**src/rtl/vbase_digit_norm.sv**
```systemverilog
module vbase_digit_norm #(
  parameter int Q  = 37,
  parameter int N  = 4,
  parameter int IW = 48,
  localparam int WMAX = (Q + N - 1) / N
) (
  input  logic            clk,
  input  logic            rst_n,
  input  logic            mode,
  input  logic            in_valid,
  output logic            in_ready,
  input  logic [IW-1:0]   in_word,
  output logic            o_valid,
  input  logic            o_ready,
  output logic [WMAX-1:0] o_digit,
  output logic            o_last
);
  localparam int PW = $clog2(N);
  localparam int SW = $clog2(WMAX + 1);

  typedef enum logic [1:0] {S_IN, S_RUN, S_OUT} st_t;

  function automatic int wid(input int j);
    return (Q * (j + 1) + N - 1) / N - (Q * j + N - 1) / N;
  endfunction

  st_t st;
  logic signed [IW-1:0] digs [N];
  logic signed [IW-1:0] carry;
  logic [PW-1:0] ptr, cnt;
  logic swept;
  logic [SW-1:0] wtab [N];

  for (genvar g = 0; g < N; g++) begin : g_w
    assign wtab[g] = SW'(wid(g));
  end

  logic signed [IW:0]   tsum;
  logic signed [IW-1:0] cnext;
  logic [WMAX-1:0]      mask, low;
  logic                 fin;

  assign tsum  = {digs[ptr][IW-1], digs[ptr]} + {carry[IW-1], carry};
  assign cnext = IW'(tsum >>> wtab[ptr]);
  assign mask  = (WMAX'(1) << wtab[ptr]) - WMAX'(1);
  assign low   = tsum[WMAX-1:0] & mask;
  assign fin   = (swept || ptr == PW'(N - 1)) && cnext == '0;

  always_ff @(posedge clk) begin
    if (!rst_n) begin
      st    <= S_IN;
      ptr   <= '0;
      cnt   <= '0;
      carry <= '0;
      swept <= 1'b0;
      for (int k = 0; k < N; k++) digs[k] <= '0;
    end else begin
      case (st)
        S_IN: if (in_valid) begin
          ptr   <= '0;
          carry <= '0;
          swept <= 1'b0;
          if (cnt == '0 && !mode) begin
            digs[0] <= {{(IW-Q){1'b0}}, in_word[Q-1:0]};
            for (int k = 1; k < N; k++) digs[k] <= '0;
            st <= S_RUN;
          end else begin
            digs[cnt] <= in_word;
            cnt       <= cnt + 1'b1;
            if (cnt == PW'(N - 1)) st <= S_RUN;
          end
        end
        S_RUN: begin
          digs[ptr] <= {{(IW-WMAX){1'b0}}, low};
          carry     <= cnext;
          ptr       <= ptr + 1'b1;
          if (ptr == PW'(N - 1)) swept <= 1'b1;
          if (fin) begin
            st  <= S_OUT;
            ptr <= '0;
          end
        end
        S_OUT: if (o_ready) begin
          ptr <= ptr + 1'b1;
          if (ptr == PW'(N - 1)) st <= S_IN;
        end
        default: st <= S_IN;
      endcase
    end
  end

  assign in_ready = (st == S_IN);
  assign o_valid  = (st == S_OUT);
  assign o_digit  = digs[ptr][WMAX-1:0];
  assign o_last   = o_valid && ptr == PW'(N - 1);
endmodule

```
**config.mk**
```make
export PLATFORM = sky130hd
export DESIGN_NAME = vbase_digit_norm
export DESIGN_NICKNAME = d
export VERILOG_FILES = /design/src/rtl/vbase_digit_norm.sv
export SDC_FILE = /design/constraint.sdc
export NUM_CORES = 1
export LEC_CHECK = 0
export ABC_AREA = 0
export BUFFER_PORTS_ARGS = -buffer_cell sky130_fd_sc_hd__clkbuf_2
export CORE_UTILIZATION = 30
export CTS_CLUSTER_SIZE = 30
export DETAILED_ROUTE_END_ITERATION = 8
export PLACE_DENSITY_LB_ADDON = 0.08
export SLEW_MARGIN = 10
export SYNTH_ARGS = -nofsm -noshare
export SYNTH_HDL_FRONTEND = slang
export SYNTH_SLANG_ARGS = --single-unit
```
**constraint.sdc**
```tcl
create_clock -name clk -period 5.2 [get_ports clk]
set_input_delay 1.56 -clock clk [delete_from_list [all_inputs] [get_ports clk]]
set_output_delay 1.56 -clock clk [all_outputs]
set_load 0.01 [all_outputs]
```
==> results of run 1 <==
## critical path: cells and delay by family, from the launching register on
kind                       cells  cell delay, ns
buffers and inverters          1            0.34
and+or+nand+nor                5            1.63
muxes                          1            0.57
xor gates and xnor gates       1            0.20
adders and majority gates      1            0.51
AOI/OAI and AO/OA              4            1.15
DFF                            1            0.46
## synth_stat cells, types with 4 or more instances
| cell | number | area (µm²) |
|---|---|---|
| a21oi_1 | 100 | 500 |
| nor2_1 | 264 | 991 |
| buf_1 | 15 | 56.3 |
| buf_6 | 4 | 45.0 |
| and2_1 | 30 | 188 |
| o21ai_1 | 8 | 40.0 |
| xnor2_1 | 28 | 245 |
| nor4_1 | 8 | 50.1 |
| nand3_1 | 27 | 135 |
| ha_1 | 57 | 713 |
| buf_2 | 13 | 65.1 |
| mux4_2 | 48 | 1080 |
| a21o_1 | 13 | 97.6 |
| mux2i_1 | 20 | 200 |
| dfxtp_1 | 50 | 1000 |
| o211ai_1 | 8 | 60.1 |
| clkbuf_1 | 60 | 225 |
| and4_1 | 9 | 78.8 |
| a22oi_1 | 22 | 165 |
| a22o_1 | 4 | 35.0 |
| nand2_1 | 152 | 571 |
| a211oi_1 | 11 | 82.6 |
| edfxtp_1 | 192 | 5770 |
| o21bai_1 | 5 | 37.5 |
| xor2_1 | 15 | 131 |
| o21ai_0 | 61 | 305 |
| o32ai_1 | 4 | 35.0 |
| a211o_1 | 8 | 70.1 |
| nor3_1 | 19 | 95.1 |
| a21oi_2 | 9 | 78.8 |
| a31oi_1 | 8 | 50.1 |
| inv_1 | 23 | 86.3 |
| nand4_1 | 30 | 188 |
## layer usage
layer  share of wire  GRT usage
met4           0.010     0.0317
met2            0.45      0.327
met5               0          0
met3           0.037     0.0211
met1            0.50      0.315
## power by group through the flow
stage | sequential (mW) | combinational (mW) | clock (mW)
floorplan | 2.51 | 1.53 | 0
global placement | 2.54 | 2.82 | 0
detailed placement | 2.55 | 2.81 | 0
CTS | 2.51 | 2.83 | 1.86
global route | 2.53 | 3.06 | 1.93
finish | 2.50 | 2.84 | 1.81
## metrics by stage
step / area (µm²) / utilization / setup TNS (ns) / total power, mW
6_report: 17300 / 0.373 / 0 / 7.15
4_1_cts: 17300 / 0.372 / 0 / 7.20
3_3_place_gp: 16400 / 0.353 / -0.307 / 5.37
5_1_grt: 17300 / 0.373 / 0 / 7.52
2_1_floorplan: 14100 / - / 0 / 4.05
3_5_place_dp: 16400 / 0.353 / -0.256 / 5.35
## registers in the layout, summed over array words and instances (netlist names), named ones only
register and count:
st 2, carry 41, digs 192, ptr 2, swept 1, cnt 2
## what timing repair did
item,in CTS,in global routing
pin swaps,0,2
endpoints found under the setup margin,4,5
setup buffers,0,1
resized for setup,5,17
gates cloned,1,0
## area by class of cell
cell class / instances / area, µm² / area share
Clock inverter: 18 / 103 / 0.00592
Inverter: 23 / 86.3 / 0.00498
Sequential cell: 242 / 6770 / 0.391
Multi-Input combinational cell: 1032 / 6970 / 0.402
Timing Repair Buffer: 264 / 1930 / 0.111
Antenna cell: 1 / 2.50 / 0.000144
Tap cell: 607 / 759 / 0.0438
Clock buffer: 33 / 719 / 0.0415
## logic make-up (layout without fill, tap and decap cells)
group                      Yosys count  after routing  share of synthesized area
and+or+nand+nor                    564            564                      0.178
AOI/OAI and AO/OA                  297            297                      0.137
DFF                                242            242                      0.480
buffers and inverters              116            338                     0.0344
muxes                               70             70                     0.0924
adders and majority gates           58             58                     0.0520
xor gates and xnor gates            43             43                     0.0267
other                                0              1                          0
## cells in the final DEF, fill, tap and decap left out, types with 15 or more instances in the layout
master	instances
a21oi_1	98
a22oi_1	22
and2_1	30
buf_4	191
clkbuf_16	28
clkbuf_2	65
dfxtp_1	48
edfxtp_1	192
ha_1	53
inv_1	23
mux2i_1	19
mux4_2	48
nand2_1	144
nand3_1	26
nand4_1	30
nor2_1	264
nor3_1	15
o21ai_0	58
xnor2_1	28
xor2_1	15
## worst min-delay path by stage
stage                     depth (start not counted)  slack (ns)   endpoint      start
final                                             2        0.46  carry[19]  carry[19]
after global routing                              2        0.48  carry[19]  carry[19]
after CTS                                         2        0.46  carry[19]  carry[19]
after detailed placement                          2        0.45  carry[19]  carry[19]
after global placement                            2        0.45  carry[36]  carry[36]
after floorplan                                   2        0.44  carry[36]  carry[36]
==> flow_summary.yaml, run 1 <==
clocking:
  cts_hold_repair.buffers: 0
  cts_root_buffer: "clkbuf_16"
  cts.sink_count: 242
  clk_pin_slew_ns: 0.06
  clock_tree.htree_level_count: 1
  cts_tree: "done"
  clkLatencyLatePin_ns: 0.57
  tritoncts.num_buffers: 28
  cts_buffer_depth: 3
worst_setup_path:
  required_ns: 5.60
  crit_path_end_kind: "flop"
  critical_path.max_stage_delay_ns: 0.69
  startpoint_type: "flop"
  r2r.worst_path.cells: 13
  cp_slowest_cell: "o21ai_0"
  type_of_the_setup_path_with_the_least_slack: "reg -> reg"
  critical_path.cell_chain: "bufbuf_16 > mux4_2 > ha_1 > nand2_1 > o21ai_0 > a221oi_4 > xnor2_1 > or4b_4 > nor4_4 > nand4_1 > or4_4 > a21oi_2 > o32ai_1"
  worst_ep_arrival_time_ns: 5.41
  timing.critical_path.fanout_max: 10
  ff2ff_setup_slack_ns: 0.19
power_and_ir_drop:
  intPower_mw: 4.51
  power_switching_share: 0.369
  pwr-share-clk: 0.253
  pwr_density_cell_mw_per_mm2: 412
  logic_gate_share_of_total_power: 0.397
  p_switching_mw: 2.64
  static_leakage_power_nw: 6.82
  power.ir.vdd_worst_uv: 231
  seqPwrFrac: 0.350
run:
  max_cap_viol_count: 0
sta:
  max_slew.worst_pin.slew_ns: 0.939
  finClkSkew_ns: 0.0281
  max_freq_mhz: 200
  final_max_slew_viol_count: 0
  finalCritPeriodShare: 0.963
  worst_slew_margin_rel: 0.373
  rsz0062_at_grt: "no"
  period_needed_ns: 5.01
  worst_slack_ns: 0.192
  report.final.hold_viol_count: 0
  holdWs_ns: 0.463
  finalSetupViolCount: 0
synthesis:
  synth_cells: 1390
  synth_seq_cells: 242
  synth.yosys.seq_area_share: 0.480
  synth_edf_count: 192
  syn_nets: 1501
  async_set_or_reset_register_ratio_after_synthesis: 0
  netlist_area_mm2: 0.0141
  syn_area_per_cell_um2: 10.2
  synthDistinctLibCells: 78
  postSynth.topFlopCell: "edfxtp_1"
  yosys_warnings: 0
floorplanning:
  num_rows: 79
  placeableCoreArea_mm2: 0.0465
  chipHeight_um: 219
  die_area_mm2: 0.0479
  design.portCount: 66
  chipWidth_um: 219
  initial_core_util: 0.304
global_route:
  antenna_found_initial: 0
  grt_use_total: 0.209
  largest_net_degree_at_the_start_of_global_routing: 49
  remaining_global_route_overflow: 0
  via_count_of_the_first_global_routing_pass: 11400
  grt_first_pass_wirelength_um: 74700
detailed_routing:
  final_antenna_net_count: 0
  drt-total-wl_um: 49600
  detail_route.first_pass.iterations: 5
  route.detailed.wl_per_inst_um: 22.4
  num_vias: 11600
  detailedRoute.firstIterationViolations: 811
  via_per_inst: 5.21
  drt_drc_violations_left: 0
cells_and_area:
  fillers: 4783
  final_cell_count_no_fill: 2220
  layout-area-overhead-vs-synth_pct: 22.9
  design.final.nets: 1702
  ratio_of_cells_with_drive_above_1_in_the_final_layout: 0.254
status:
  status: "completed"
placed_design:
  gpl.final_weighted_congestion: 0.917
  buffer_ports.inserted: 65
  post-dp-hpwl_um: 36500
  placed_cells: 2166
  place_ws_ns: -0.0657
hold_path:
  worst_hold_path_type: "reg -> reg"
No activity file was read; power rests on OpenSTA's default activity.
==> run 2: changes to the inputs <==
==> constraint.sdc (replaced) <==
create_clock -name clk -period 5.2 [get_ports clk]
set_input_delay 0.52 -clock clk [delete_from_list [all_inputs] [get_ports clk]]
set_output_delay 0.52 -clock clk [all_outputs]
set_load 0.01 [all_outputs]
==> flow_summary.yaml, run 2 (synthesized netlist as in run 1, its figures left out) <==
placed_design:
  buffer_ports.inserted: 65
  post-dp-hpwl_um: 37300
  gpl.final_weighted_congestion: 0.913
worst_setup_path:
  crit_path_end_kind: "flop"
  type_of_the_setup_path_with_the_least_slack: "reg -> reg"
  timing.critical_path.fanout_max: 12
  critical_path.cell_chain: "buf_12 > buf_4 > mux4_2 > ha_1 > nand2_1 > o21ai_0 > a221oi_4 > xnor2_1 > or4b_4 > nor4_4 > nand4_1 > or4_4 > a21oi_2 > o32ai_1"
  critical_path.max_stage_delay_ns: 0.67
  worst_ep_arrival_time_ns: 5.44
  startpoint_type: "flop"
  cp_slowest_cell: "o21ai_0"
  required_ns: 5.61
detailed_routing:
  drt-total-wl_um: 49900
  detailedRoute.firstIterationViolations: 753
  drt_drc_violations_left: 0
  num_vias: 11600
  detail_route.first_pass.iterations: 5
  final_antenna_net_count: 0
  via_per_inst: 5.18
  route.detailed.wl_per_inst_um: 22.4
sta:
  finalSetupViolCount: 0
  report.final.hold_viol_count: 0
  final_max_slew_viol_count: 0
  tns_ns: 0
  period_needed_ns: 5.03
  finClkSkew_ns: 0.00888
  finalCritPeriodShare: 0.967
  max_freq_mhz: 199
  max_slew.worst_pin.slew_ns: 1.02
  worst_slew_margin_rel: 0.316
  rsz0062_at_grt: "no"
global_route:
  antenna_found_initial: 0
  remaining_global_route_overflow: 0
  largest_net_degree_at_the_start_of_global_routing: 57
  grt_use_total: 0.210
  via_count_of_the_first_global_routing_pass: 11600
  grt_first_pass_wirelength_um: 74500
cells_and_area:
  final_cell_mix: "nor2_1 (263), buf_4 (200), edfxtp_1 (192), nand2_1 (144), a21oi_1 (96)"
  largest_register_ff_count: 192
  mostFrequentLayoutCell: "nor2_1"
  design.final.nets: 1712
  top_register: "digs"
  biggest_regs: "digs: 192 flops, carry: 41 flops"
  layout-area-overhead-vs-synth_pct: 24.3
  insertedDiodeCount: 0
  ratio_of_cells_with_drive_above_1_in_the_final_layout: 0.260
clocking:
  cts_buffer_depth: 3
  cts.sink_count: 242
  tritoncts.num_buffers: 29
  clock_tree.htree_level_count: 1
  clk_pin_slew_ns: 0.06
  cts_tree: "done"
  cts_root_buffer: "clkbuf_16"
  clkLatencyLatePin_ns: 0.56
floorplanning:
  initial_core_util: 0.304
  chipHeight_um: 219
  design.portCount: 66
  num_rows: 79
  placeableCoreArea_mm2: 0.0465
  die_area_mm2: 0.0479
  chipWidth_um: 219
power_and_ir_drop:
  total_design_power_mw: 7.39
  power.ir.vdd_worst_uv: 237
  static_leakage_power_nw: 6.92
  pwr_density_cell_mw_per_mm2: 422
run:
  max_cap_viol_count: 0
status:
  status: "completed"
hold_path:
  worst_hold_path_type: "in -> reg"
[run 2: changes by cell type in the layout (fill, tap and decap cells not counted), sizes merged]
cell	before	now
clkinvlp	3	2
buf	198	208
diode	1	0
bufbuf	1	0
bufinv	0	4
clkbuf	98	97
[run 2: metal layers]
layer,up-vias,wire (µm),GRT usage
met5,-,0,0
met4,0,666,0.0368
met3,48,2200,0.0286
li1,5528,-,-
met1,5757,24600,0.308
met2,228,22500,0.330
[run 2: critical path: cells and delay by family, from the launching register on]
| kind | cells | cell delay [ns] |
|---|---|---|
| compound gates | 4 | 1.12 |
| xor+xnor | 1 | 0.21 |
| fa+ha+maj | 1 | 0.50 |
| buf+inv | 2 | 0.36 |
| flops | 1 | 0.43 |
| mux | 1 | 0.59 |
| simple gates | 5 | 1.66 |
[run 2: area by class of cell]
cell class                 count  area, µm²
inverter                      23       86.3
sequential                   242       6770
timing repair buffer         273       1990
fill                        4784      28900
clock buffer                  32        737
tap                          607        759
clock inverter                21        203
multi-input combinational   1032       6990
[run 2: path summary, 6_finish.rpt]
kind	from	endpoint	slack [ns]	cells after the start
min	in_word[31]	digs[0][31]	0.25	2
max	flop	flop	0.17	14
min reg2reg	carry[36]	carry[36]	0.46	2
max reg2reg	flop	flop	0.17	14
[run 2: through the flow]
stage,area (µm²),worst slack (ns),util,hold slack [ns],instances
floorplan,14100,0.0927,-,0.436,1390
global placement,16500,-0.0257,0.355,0.447,2177
detailed placement,16500,-0.0643,0.355,0.453,2177
CTS,17400,0.00672,0.376,0.224,2230
global route,17500,0.00589,0.377,0.235,2230
finish,17500,0.174,0.377,0.250,2230
[run 2: what timing repair did]
| action | 4_1_cts | 5_1_grt |
|---|---|---|
| endpoints found under the hold margin | 0 | 0 |
| pin swaps | 0 | 1 |
| buffers inserted | 0 | 0 |
| hold buffers | 0 | 0 |
| gates resized for setup | 5 | 19 |
| endpoints found under the setup margin | 4 | 5 |
[run 2: power by group]
part / total (mW) / internal, mW / switching, mW
clock: 2.03 / 1.21 / 0.820
sequential: 2.51 / 2.42 / 0.0919
combinational: 2.85 / 1.12 / 1.73
total: 7.39 / 4.75 / 2.64
==> run 3: changes to the inputs <==
- CORE_UTILIZATION: 30 -> 55
- CTS_BUF_LIST: default -> sky130_fd_sc_hd__clkbuf_16
==> flow_summary.yaml, run 3 (synthesized netlist as in run 1, its figures left out) <==
power_and_ir_drop:
  p_switching_mw: 2.49
  static_leakage_power_nw: 6.52
  logic_gate_share_of_total_power: 0.373
  power_switching_share: 0.359
  pwr-share-clk: 0.264
  intPower_mw: 4.44
  power.ir.vdd_worst_uv: 271
  seqPwrFrac: 0.363
  pwr_density_cell_mw_per_mm2: 422
cells_and_area:
  mostFrequentLayoutCell: "nor2_1"
  fillers: 2030
  layout-area-overhead-vs-synth_pct: 16.4
  insertedDiodeCount: 0
  biggest_regs: "digs: 192 flops, carry: 41 flops"
  ratio_of_cells_with_drive_above_1_in_the_final_layout: 0.215
  final_cell_count_no_fill: 1868
  design.final.nets: 1630
  top_register: "digs"
  final_cell_mix: "nor2_1 (264), edfxtp_1 (192), nand2_1 (145), buf_4 (125), a21oi_1 (97)"
  finalCoreUtilization: 0.652
  largest_register_ff_count: 192
floorplanning:
  placeableCoreArea_mm2: 0.0252
  chipHeight_um: 162
  num_rows: 58
  chipWidth_um: 162
  initial_core_util: 0.560
  design.portCount: 66
  die_area_mm2: 0.0263
global_route:
  via_count_of_the_first_global_routing_pass: 11000
  antenna_found_initial: 0
  grt_first_pass_wirelength_um: 65000
  remaining_global_route_overflow: 0
  largest_net_degree_at_the_start_of_global_routing: 49
  grt_use_total: 0.331
placed_design:
  buffer_ports.inserted: 65
  gpl.final_weighted_congestion: 0.947
  post-dp-hpwl_um: 31000
  placed_cells: 1812
detailed_routing:
  drt_drc_violations_left: 0
  route.detailed.wl_per_inst_um: 23.3
  detailedRoute.firstIterationViolations: 1442
  num_vias: 11700
  final_antenna_net_count: 0
  detail_route.first_pass.iterations: 6
  drt-total-wl_um: 43500
  via_per_inst: 6.26
clocking:
  tritoncts.num_buffers: 26
  cts_root_buffer: "clkbuf_16"
  clk_pin_slew_ns: 0.06
  cts.sink_count: 242
  cts_hold_repair.buffers: 0
  cts_buffer_depth: 3
  cts_tree: "done"
  clkLatencyLatePin_ns: 0.55
  clock_tree.htree_level_count: 1
sta:
  period_needed_ns: 5.10
  max_freq_mhz: 196
  holdWs_ns: 0.263
  report.final.hold_viol_count: 0
  finalSetupViolCount: 0
  finClkSkew_ns: 0.0173
  worst_slew_margin_rel: 0.252
  max_slew.worst_pin.slew_ns: 1.12
  finalCritPeriodShare: 0.981
  final_max_slew_viol_count: 0
status:
  status: "completed"
worst_setup_path:
  type_of_the_setup_path_with_the_least_slack: "reg -> reg"
  ff2ff_setup_slack_ns: 0.1
  startpoint_type: "flop"
  required_ns: 5.59
  crit_path_end_kind: "flop"
  timing.critical_path.fanout_max: 7
  worst_ep_arrival_time_ns: 5.49
hold_path:
  min_from: "in_word[24]"
  worst_hold_path_type: "in -> reg"
run:
  max_cap_viol_count: 0
## run 3: cell types whose count changed in the layout (fill, tap and decap cells not counted), sizes merged
cell | before | now
bufinv | 4 | 3
inv | 24 | 30
clkbuf | 97 | 92
bufbuf | 0 | 1
buf | 208 | 127
clkinv | 14 | 9
## run 3: metrics by stage
step	cell area [µm²]	setup slack, ns	setup TNS [ns]	total power, mW
6_report	16400	0.0982	0	6.93
5_1_grt	16400	-0.0582	-0.219	7.20
4_1_cts	16300	0.00322	0	6.87
3_5_place_dp	15400	-0.0225	-0.0744	5.04
3_3_place_gp	15400	-0.0229	-0.0806	5.04
2_1_floorplan	14100	0.0927	0	4.05
## run 3: worst paths after layout
| check | endpoint | cells past startpoint |
|---|---|---|
| worst min register to register | carry[36] | 2 |
| worst max register to register | flop | 16 |
| worst max-delay path | flop | 16 |
| worst min-delay path | digs[0][24] | 2 |
## run 3: repair_timing
item	CTS	global route
setup endpoints to repair	4	6
endpoints found under the hold margin	0	0
resized for setup	1	16
gates cloned	1	0
setup buffers	0	8
## run 3: layer usage
layer	vias up	global-route usage	share of wire
met5	-	0.00758	0
met4	0	0.102	0.035
met3	98	0.0375	0.079
met2	536	0.506	0.44
met1	5680	0.494	0.44
li1	5375	-	-
## run 3: layout make-up
class / instances / area, µm² / area share
Inverter: 23 / 86.3 / 0.00526
Clock buffer: 26 / 651 / 0.0396
Multi-Input combinational cell: 1032 / 6950 / 0.423
Clock inverter: 21 / 196 / 0.0120
Tap cell: 330 / 413 / 0.0251
Sequential cell: 242 / 6770 / 0.412
Timing Repair Buffer: 194 / 1350 / 0.0823
## run 3: power groups by stage
| stage | sequential [mW] | clock, mW | combinational, mW |
|---|---|---|---|
| floorplan | 2.51 | 0 | 1.53 |
| global placement | 2.54 | 0 | 2.50 |
| detailed placement | 2.55 | 0 | 2.49 |
| CTS | 2.51 | 1.85 | 2.51 |
| global route | 2.54 | 1.91 | 2.75 |
| finish | 2.51 | 1.83 | 2.59 |
## run 3: worst max-delay path, cell delays in order (launching register included)
cell	delay, ns
dfxtp_4	0.45
clkbuf_4	0.24
buf_4	0.13
mux4_2	0.56
ha_1	0.34
buf_4	0.18
a21oi_1	0.22
o21ai_1	0.16
a21o_1	0.25
a211o_1	0.35
a311o_1	0.37
xor2_1	0.20
a211o_1	0.25
a2111o_1	0.37
or4_4	0.57
a21oi_2	0.19
o32ai_1	0.11
